### config.mk
export PLATFORM = sky130hd
export DESIGN_NAME = rtc_alarm_router
export DESIGN_NICKNAME = d
export VERILOG_FILES = /design/src/rtl/rtc_alarm_pkg.sv /design/src/rtl/alarm_match.sv /design/src/rtl/alarm_regfile.sv /design/src/rtl/sqw_divider.sv /design/src/rtl/rtc_alarm_router.sv
export SDC_FILE = /design/constraint.sdc
export NUM_CORES = 1
export LEC_CHECK = 0
export BUFFER_PORTS_ARGS = -buffer_cell sky130_fd_sc_hd__buf_2
export CORE_ASPECT_RATIO = 0.7
export CORE_MARGIN = 2
export CORE_UTILIZATION = 30
export DETAILED_ROUTE_END_ITERATION = 12
export HOLD_SLACK_MARGIN = 0.12
export SLEW_MARGIN = 20
export SYNTH_ARGS = -nofsm -noshare
export SYNTH_HDL_FRONTEND = slang
export SYNTH_SLANG_ARGS = --single-unit
### constraint.sdc
create_clock -name clk -period 2.3 [get_ports clk]
set_input_delay 0.46 -clock clk [delete_from_list [all_inputs] [get_ports clk]]
set_output_delay 0.46 -clock clk [all_outputs]
set_load 0.02 [all_outputs]
### src/rtl/rtc_alarm_pkg.sv
// Shared types and register addresses for the alarm router.
// Assumes an 8-bit register port with a 4-bit address.
package rtc_alarm_pkg;

    localparam int REG_AW     = 4;
    localparam int REG_DW     = 8;
    localparam int ALARM_REGS = 7;
    localparam int N_ALARMS   = 2;

    localparam logic [REG_AW-1:0] ADR_A1_SEC  = 4'd0;
    localparam logic [REG_AW-1:0] ADR_A1_MIN  = 4'd1;
    localparam logic [REG_AW-1:0] ADR_A1_HOUR = 4'd2;
    localparam logic [REG_AW-1:0] ADR_A1_DDAY = 4'd3;
    localparam logic [REG_AW-1:0] ADR_A2_MIN  = 4'd4;
    localparam logic [REG_AW-1:0] ADR_A2_HOUR = 4'd5;
    localparam logic [REG_AW-1:0] ADR_A2_DDAY = 4'd6;
    localparam logic [REG_AW-1:0] ADR_CTRL    = 4'd7;
    localparam logic [REG_AW-1:0] ADR_FLAGS   = 4'd8;

    // Control register content, LSB first: en1, en2, route, rate
    typedef struct packed {
        logic [1:0] rate;
        logic       route;
        logic       en2;
        logic       en1;
    } ctrl_t;

    localparam ctrl_t CTRL_RESET = '{rate: 2'b11, route: 1'b1, en2: 1'b0, en1: 1'b0};

    // Time field register: mask in bit 7, BCD value below
    typedef struct packed {
        logic       mask;
        logic [6:0] val;
    } tfield_t;

    // Day/date field register: mask, weekday select, value
    typedef struct packed {
        logic       mask;
        logic       by_wday;
        logic [5:0] val;
    } dfield_t;

    // Complete setting of one alarm as seen by a comparator
    typedef struct packed {
        tfield_t sec;
        tfield_t min;
        tfield_t hour;
        dfield_t dday;
    } alarm_cfg_t;

endpackage

### src/rtl/alarm_match.sv
// Combinational comparator for one alarm. Checks the current time against
// the alarm setting under the four mask bits. Only the five legal mask
// patterns can produce a hit. Assumes BCD inputs that are held stable
// while sec_tick is sampled.
module alarm_match
    import rtc_alarm_pkg::*;
(
    input  alarm_cfg_t cfg,
    input  logic [6:0] now_sec,
    input  logic [6:0] now_min,
    input  logic [6:0] now_hour,
    input  logic [2:0] now_wday,
    input  logic [5:0] now_mday,
    output logic       hit
);

    logic       sec_eq;
    logic       min_eq;
    logic       hour_eq;
    logic       dday_eq;
    logic [3:0] masks;

    // Per-field equality, with the day/date field picking its source
    always_comb begin
        sec_eq  = (cfg.sec.val  == now_sec);
        min_eq  = (cfg.min.val  == now_min);
        hour_eq = (cfg.hour.val == now_hour);
        if (cfg.dday.by_wday) begin
            dday_eq = (cfg.dday.val[2:0] == now_wday);
        end else begin
            dday_eq = (cfg.dday.val == now_mday);
        end
        masks = {cfg.dday.mask, cfg.hour.mask, cfg.min.mask, cfg.sec.mask};
    end

    // Legal mask patterns widen the compare step by step; others never hit
    always_comb begin
        unique case (masks)
            4'b1111: hit = 1'b1;
            4'b1110: hit = sec_eq;
            4'b1100: hit = sec_eq & min_eq;
            4'b1000: hit = sec_eq & min_eq & hour_eq;
            4'b0000: hit = sec_eq & min_eq & hour_eq & dday_eq;
            default: hit = 1'b0;
        endcase
    end

endmodule

### src/rtl/alarm_regfile.sv
// Register file for the alarm settings, control and sticky flags.
// Flags are set on a strobed hit. A write of 0 clears a flag and a write
// of 1 leaves it alone; a hit in the same cycle wins over a clear.
// Assumes wr_en and addr are synchronous to clk.
module alarm_regfile
    import rtc_alarm_pkg::*;
(
    input  logic              clk,
    input  logic              rst_n,
    input  logic              wr_en,
    input  logic [REG_AW-1:0] addr,
    input  logic [REG_DW-1:0] wdata,
    input  logic              sec_tick,
    input  logic [N_ALARMS-1:0] hit,
    output logic [REG_DW-1:0] rdata,
    output logic [REG_DW-1:0] alarm_byte [ALARM_REGS],
    output ctrl_t             ctrl,
    output logic [N_ALARMS-1:0] flag
);

    localparam int CTRL_W = $bits(ctrl_t);

    logic                flag_wr;
    logic [N_ALARMS-1:0] keep_mask;

    assign flag_wr   = wr_en && (addr == ADR_FLAGS);
    assign keep_mask = flag_wr ? wdata[N_ALARMS-1:0] : {N_ALARMS{1'b1}};

    // Alarm setting bytes, one register per address
    generate
        for (genvar g = 0; g < ALARM_REGS; g++) begin : g_alarm_reg
            always_ff @(posedge clk) begin
                if (!rst_n) begin
                    alarm_byte[g] <= '0;
                end else if (wr_en && (addr == REG_AW'(g))) begin
                    alarm_byte[g] <= wdata;
                end
            end
        end
    endgenerate

    // Control register with its non-zero reset value
    always_ff @(posedge clk) begin
        if (!rst_n) begin
            ctrl <= CTRL_RESET;
        end else if (wr_en && (addr == ADR_CTRL)) begin
            ctrl <= ctrl_t'(wdata[CTRL_W-1:0]);
        end
    end

    // Sticky flags: set by a strobed hit, cleared only by a zero write
    always_ff @(posedge clk) begin
        if (!rst_n) begin
            flag <= '0;
        end else begin
            flag <= (flag & keep_mask) | (hit & {N_ALARMS{sec_tick}});
        end
    end

    // Read multiplexer
    always_comb begin
        rdata = '0;
        if (addr < REG_AW'(ALARM_REGS)) begin
            rdata = alarm_byte[addr[2:0]];
        end else if (addr == ADR_CTRL) begin
            rdata = REG_DW'(ctrl);
        end else if (addr == ADR_FLAGS) begin
            rdata = REG_DW'(flag);
        end
    end

    AST_FLAG_HOLD: assert property (@(posedge clk) disable iff (!rst_n)
        flag[0] && !(flag_wr && !wdata[0]) |=> flag[0]);
    AST_FLAG_CLEAR: assert property (@(posedge clk) disable iff (!rst_n)
        flag_wr && !wdata[1] && !(sec_tick && hit[1]) |=> !flag[1]);
    AST_SET_ONLY_ON_TICK: assert property (@(posedge clk) disable iff (!rst_n)
        !flag[0] && !sec_tick |=> !flag[0]);
    AST_HIT_WINS: assert property (@(posedge clk) disable iff (!rst_n)
        sec_tick && hit[0] |=> flag[0]);

endmodule

### src/rtl/sqw_divider.sv
// Square-wave source. Synchronises the 32.768 kHz reference into the clk
// domain, counts its rising edges and selects the reference or one
// counter bit as the output. Assumes clk is more than twice the
// reference frequency.
module sqw_divider #(
    parameter int DIV_W = 15
) (
    input  logic       clk,
    input  logic       rst_n,
    input  logic       ref_in,
    input  logic [1:0] rate,
    output logic       sqw
);

    localparam int TAP_FAST = 1;
    localparam int TAP_MID  = 2;
    localparam int TAP_SLOW = DIV_W - 1;

    logic [2:0]       ref_sync;
    logic             ref_rise;
    logic [DIV_W-1:0] cnt;

    // Two-stage synchroniser plus one stage for edge detection
    always_ff @(posedge clk) begin
        if (!rst_n) begin
            ref_sync <= '0;
        end else begin
            ref_sync <= {ref_sync[1:0], ref_in};
        end
    end

    assign ref_rise = ref_sync[1] & ~ref_sync[2];

    // Count reference rising edges
    always_ff @(posedge clk) begin
        if (!rst_n) begin
            cnt <= '0;
        end else if (ref_rise) begin
            cnt <= cnt + 1'b1;
        end
    end

    // Rate select: reference, divide by 4, divide by 8, divide by 2^DIV_W
    always_comb begin
        unique case (rate)
            2'b11:   sqw = ref_sync[1];
            2'b10:   sqw = cnt[TAP_FAST];
            2'b01:   sqw = cnt[TAP_MID];
            default: sqw = cnt[TAP_SLOW];
        endcase
    end

    AST_DIV_STEP: assert property (@(posedge clk) disable iff (!rst_n)
        !ref_rise |=> $stable(cnt));

endmodule

### src/rtl/rtc_alarm_router.sv
// Top of the alarm router: register file, two alarm comparators, square-wave
// divider and the interrupt steering. Assumes the time inputs are stable in
// the cycle where sec_tick is high. The second alarm has no seconds
// register; its seconds field is tied to a non-masked 00.
module rtc_alarm_router
    import rtc_alarm_pkg::*;
#(
    parameter int DIV_W = 15
) (
    input  logic       clk,
    input  logic       rst_n,
    input  logic       wr_en,
    input  logic [3:0] addr,
    input  logic [7:0] wdata,
    output logic [7:0] rdata,
    input  logic       sec_tick,
    input  logic [6:0] now_sec,
    input  logic [6:0] now_min,
    input  logic [6:0] now_hour,
    input  logic [2:0] now_wday,
    input  logic [5:0] now_mday,
    input  logic       ref_in,
    output logic       int_a_n,
    output logic       int_b_n
);

    logic [REG_DW-1:0]   alarm_byte [ALARM_REGS];
    ctrl_t               ctrl;
    logic [N_ALARMS-1:0] flag;
    logic [N_ALARMS-1:0] hit;
    alarm_cfg_t          cfg [N_ALARMS];
    logic                sqw;
    logic                irq1;
    logic                irq2;

    // Alarm configurations taken from the register bytes
    always_comb begin
        cfg[0].sec  = tfield_t'(alarm_byte[ADR_A1_SEC[2:0]]);
        cfg[0].min  = tfield_t'(alarm_byte[ADR_A1_MIN[2:0]]);
        cfg[0].hour = tfield_t'(alarm_byte[ADR_A1_HOUR[2:0]]);
        cfg[0].dday = dfield_t'(alarm_byte[ADR_A1_DDAY[2:0]]);
        cfg[1].sec  = '{mask: 1'b0, val: 7'h00};
        cfg[1].min  = tfield_t'(alarm_byte[ADR_A2_MIN[2:0]]);
        cfg[1].hour = tfield_t'(alarm_byte[ADR_A2_HOUR[2:0]]);
        cfg[1].dday = dfield_t'(alarm_byte[ADR_A2_DDAY[2:0]]);
    end

    alarm_regfile i_regs (
        .clk        (clk),
        .rst_n      (rst_n),
        .wr_en      (wr_en),
        .addr       (addr),
        .wdata      (wdata),
        .sec_tick   (sec_tick),
        .hit        (hit),
        .rdata      (rdata),
        .alarm_byte (alarm_byte),
        .ctrl       (ctrl),
        .flag       (flag)
    );

    generate
        for (genvar g = 0; g < N_ALARMS; g++) begin : g_match
            alarm_match i_match (
                .cfg      (cfg[g]),
                .now_sec  (now_sec),
                .now_min  (now_min),
                .now_hour (now_hour),
                .now_wday (now_wday),
                .now_mday (now_mday),
                .hit      (hit[g])
            );
        end
    endgenerate

    sqw_divider #(.DIV_W(DIV_W)) i_sqw (
        .clk    (clk),
        .rst_n  (rst_n),
        .ref_in (ref_in),
        .rate   (ctrl.rate),
        .sqw    (sqw)
    );

    // Interrupt steering: separate pins, or shared pin A plus square wave on B
    always_comb begin
        irq1 = flag[0] & ctrl.en1;
        irq2 = flag[1] & ctrl.en2;
        if (ctrl.route) begin
            int_a_n = ~irq1;
            int_b_n = ~irq2;
        end else begin
            int_a_n = ~(irq1 | irq2);
            int_b_n = sqw;
        end
    end

    AST_A2_AT_ZERO_SEC: assert property (@(posedge clk) disable iff (!rst_n)
        hit[1] |-> (now_sec == 7'h00));
    AST_BAD_MASK_QUIET: assert property (@(posedge clk) disable iff (!rst_n)
        ({cfg[0].dday.mask, cfg[0].hour.mask, cfg[0].min.mask, cfg[0].sec.mask} == 4'b0100)
        |-> !hit[0]);
    AST_INTA_NEEDS_FLAG: assert property (@(posedge clk) disable iff (!rst_n)
        !int_a_n |-> (flag != '0));
    AST_INTB_QUIET: assert property (@(posedge clk) disable iff (!rst_n)
        ctrl.route && !flag[1] |-> int_b_n);

endmodule

==> results.md <==
* Status: completed
* RSZ-0062 raised after global routing: false
* CP arrival at 1.75 ns
* WL final at 12860 um
* Post-synth cell types at 43
* Ant diodes at 0
* Power, Total at 3.222 mW
* PD cells at 609.3 nW/um^2
* Synthesis-to-finish area growth at 18.30%
* Largest cells by area after synthesis: dfxtp_1 (36%), mux2i_1 (15%), xnor2_1 (7.6%)
* Critical Path RT at 1.84 ns
* Skew-Pair Late Insertion Delay at 0.35 ns
* Cts repair resizes at 0
* Die outline height at 106.1 um
* Core area at 14630 um^2
* CTS tree: built
* Tmin final at 2.213 ns
* HPWL after DPL at 10010 um
* Fin Clk Skew at 0.004639 ns
* Fin area at 5289 um^2
* Via count at 3539
* Number of synthesized register bits at 81
* Peak supply drop at 347.5 uV
* Global Route met3 Usage at 0.03348
* CP Capture Point: rdata[1]
* Syn. warnings at 0
* Clk root buf: clkbuf_16
* Final ANT Viol Nets at 0
* Final Cycle Share at 0.9621
* All-Layer GR Usage at 0.1696
* Site Rows at 37
* Initial antenna violation count at 0
* Vias in the first global route at 3507
* Worst Setup SP: addr[0]
* Clock-pin slew on the worst setup and hold paths at 0.06 ns
* TritonRoute pass-1 iters at 4
* Reg2Reg Depth at 5
* Synthesized Nets at 500
* Effective utilization at floorplan at 0.3056
* Achievable clock frequency at 451.9 MHz
* Area share of the largest cell type after synthesis at 0.3627
* Number of synthesized flops with an enable pin at 0
* Worst slack at placement at 0.06195 ns
* DRC at 0
* Slew Viols, Final at 0
* Placed Area at 4985 um^2
* Post-CTS Setup Inserts at 0
* H-Tree Depth at 3
* Share of post-route cells with drive strength above 1 at 0.2055
* Global-route wire length before repair at 20370 um
* Setup-failing EPs final at 0
* CTS Buf Count at 9
* Pleak at 2.062 nW
* Critical Path Source Type: input pin
* Async SR Flop Fraction at 0
* Crit Path Max Fanout at 14
* Drt initial violations at 232
* Slew @ Worst Pin at 0.5104 ns
* Vias per cell at 5.013
* Max cap viols at 0
* HP Class: in2reg
* Netlist Area Pre-Place at 4471 um^2
* CTS sink cnt at 81
* Pin count of the biggest net entering global routing at 50
* CP endpoint kind: primary output
* Final hold violations at 0
* Wire per inst at 18.21 um
* Headroom to the max-slew limit at 0.6597
* Die area at 15910 um^2
* GR Layer Usage met2 at 0.2430
* Dominant synthesized flop cell: dfxtp_1
* Grt peak-use layer: met1
* Avg Cell Area, Syn at 9.891 um^2
* Final worst setup slack at 0.08719 ns
* FF-to-FF Start: i_regs.alarm_byte[32]$_SDFFE_PN0P_
* Sequential area share after synthesis at 0.3627
* CP Class: in2out
* Port Buf Inserts at 56
* GR Layer Usage met1 at 0.2545
* GPL Wtd Cong at 0.8879
* Synth area leader: dfxtp_1
* Crit Reg-Reg Endpoint: i_regs.flag[0]$_SDFF_PN0_
* Cells after synthesis at 452
* Nets@finish at 554
* CTS max path bufs at 2
* IO Count at 57
* Hold buffers post-CTS at 0
* Die width at 149.9 um
* Setup TNS at 0 ns
* Reg2Reg Setup Slack at 0.73 ns
* Global route total overflow at 0
==> flip-flops by register name, indices dropped and copies added (netlist names) <==
register,count
i_regs.alarm_byte,56
i_sqw.cnt,15
i_regs.ctrl,5
i_sqw.ref_sync,3
i_regs.flag,2
==> cells by family (layout without fill, tap and decap cells) <==
group / after synthesis / after routing / share of synthesized area
adder cells (fa/ha/maj): 1 / 1 / 0.002798
multiplexers: 78 / 78 / 0.2091
buffers and inverters: 29 / 88 / 0.03190
AND/OR/NAND/NOR: 164 / 164 / 0.2121
XOR/XNOR: 67 / 67 / 0.1313
flip-flops: 81 / 81 / 0.3627
AO/OA/AOI/OAI: 32 / 32 / 0.05010
==> cells in the final DEF (no fill, tap or decap), types with 3 or more instances in the layout <==
| cell | count |
|---|---|
| a41oi_1 | 3 |
| nor2_1 | 11 |
| nand4_1 | 7 |
| nand3_1 | 18 |
| nor3_1 | 3 |
| clkbuf_16 | 9 |
| mux4_2 | 11 |
| a21boi_0 | 9 |
| nor4_1 | 7 |
| xnor2_1 | 39 |
| xor2_1 | 28 |
| buf_4 | 15 |
| nand3b_1 | 3 |
| nor3b_1 | 3 |
| buf_2 | 56 |
| nand2_1 | 28 |
| and2_1 | 18 |
| mux2i_1 | 66 |
| and3_1 | 3 |
| o21ai_0 | 9 |
| clkinvlp_4 | 3 |
| nor2b_1 | 53 |
| dfxtp_1 | 81 |
==> power by group <==
group | leakage (nW) | internal [mW] | switching, mW
clock network | 0.139 | 0.850 | 0.629
registers | 0.654 | 1.42 | 0.0220
logic | 1.27 | 0.141 | 0.162
total | 2.06 | 2.41 | 0.812
==> cells in the mapped netlist, drive strengths merged (2+ instances only) <==
cell / instances
mux4: 12
nand4: 7
nand3b: 3
buf: 14
and2: 19
nor4: 8
xnor2: 39
nand2: 29
o21ai: 9
nor2b: 53
xor2: 28
nor3: 3
nand3: 18
a21boi: 9
a21oi: 2
a41oi: 3
clkbuf: 15
nor2: 12
and4: 2
mux2i: 66
and3: 3
dfxtp: 81
nor3b: 4
a22oi: 2
==> worst max-delay path: stages <==
cell     delay, ns
buf_2         0.19
buf_12        0.17
mux4_2        0.49
mux2i_1       0.14
o21ai_0       0.12
buf_2         0.18
==> stage by stage <==
step	hold WS, ns	std cells	utilization
floorplan	0.4119	452	-
global placement	0.4151	690	0.3407
detailed placement	0.4249	690	0.3407
CTS	0.3164	706	0.3615
global route	0.3388	706	0.3615
finish	0.3193	706	0.3615
==> layout make-up <==
type                       count  area, um^2
fill                        1489        9340
multi-input combinational    342        2706
sequential                    81        1622
timing repair buffer          72       412.9
tap                          195       244.0
clock buffer                   9       225.2
clock inverter                 7       78.83
==> routing by layer <==
layer  vias up  routed length (um)
met5         -                   0
met3        13                 888
met1      1745                6339
met2        99                5465
met4         0                 161
li1       1682                   -
==> how the worst min path moves through the flow <==
stage                                         endpoint  slack (ns)                          from  cells past startpoint
after floorplan           i_sqw.ref_sync[1]$_SDFF_PN0_        0.41  i_sqw.ref_sync[0]$_SDFF_PN0_                      1
after global placement    i_sqw.ref_sync[1]$_SDFF_PN0_        0.42  i_sqw.ref_sync[0]$_SDFF_PN0_                      1
after detailed placement  i_sqw.ref_sync[1]$_SDFF_PN0_        0.42  i_sqw.ref_sync[0]$_SDFF_PN0_                      1
after CTS                 i_sqw.ref_sync[0]$_SDFF_PN0_        0.32                        ref_in                      2
after global routing      i_sqw.ref_sync[0]$_SDFF_PN0_        0.34                        ref_in                      2
final                     i_sqw.ref_sync[0]$_SDFF_PN0_        0.32                        ref_in                      2
No activity file was read; power rests on OpenSTA's default activity.
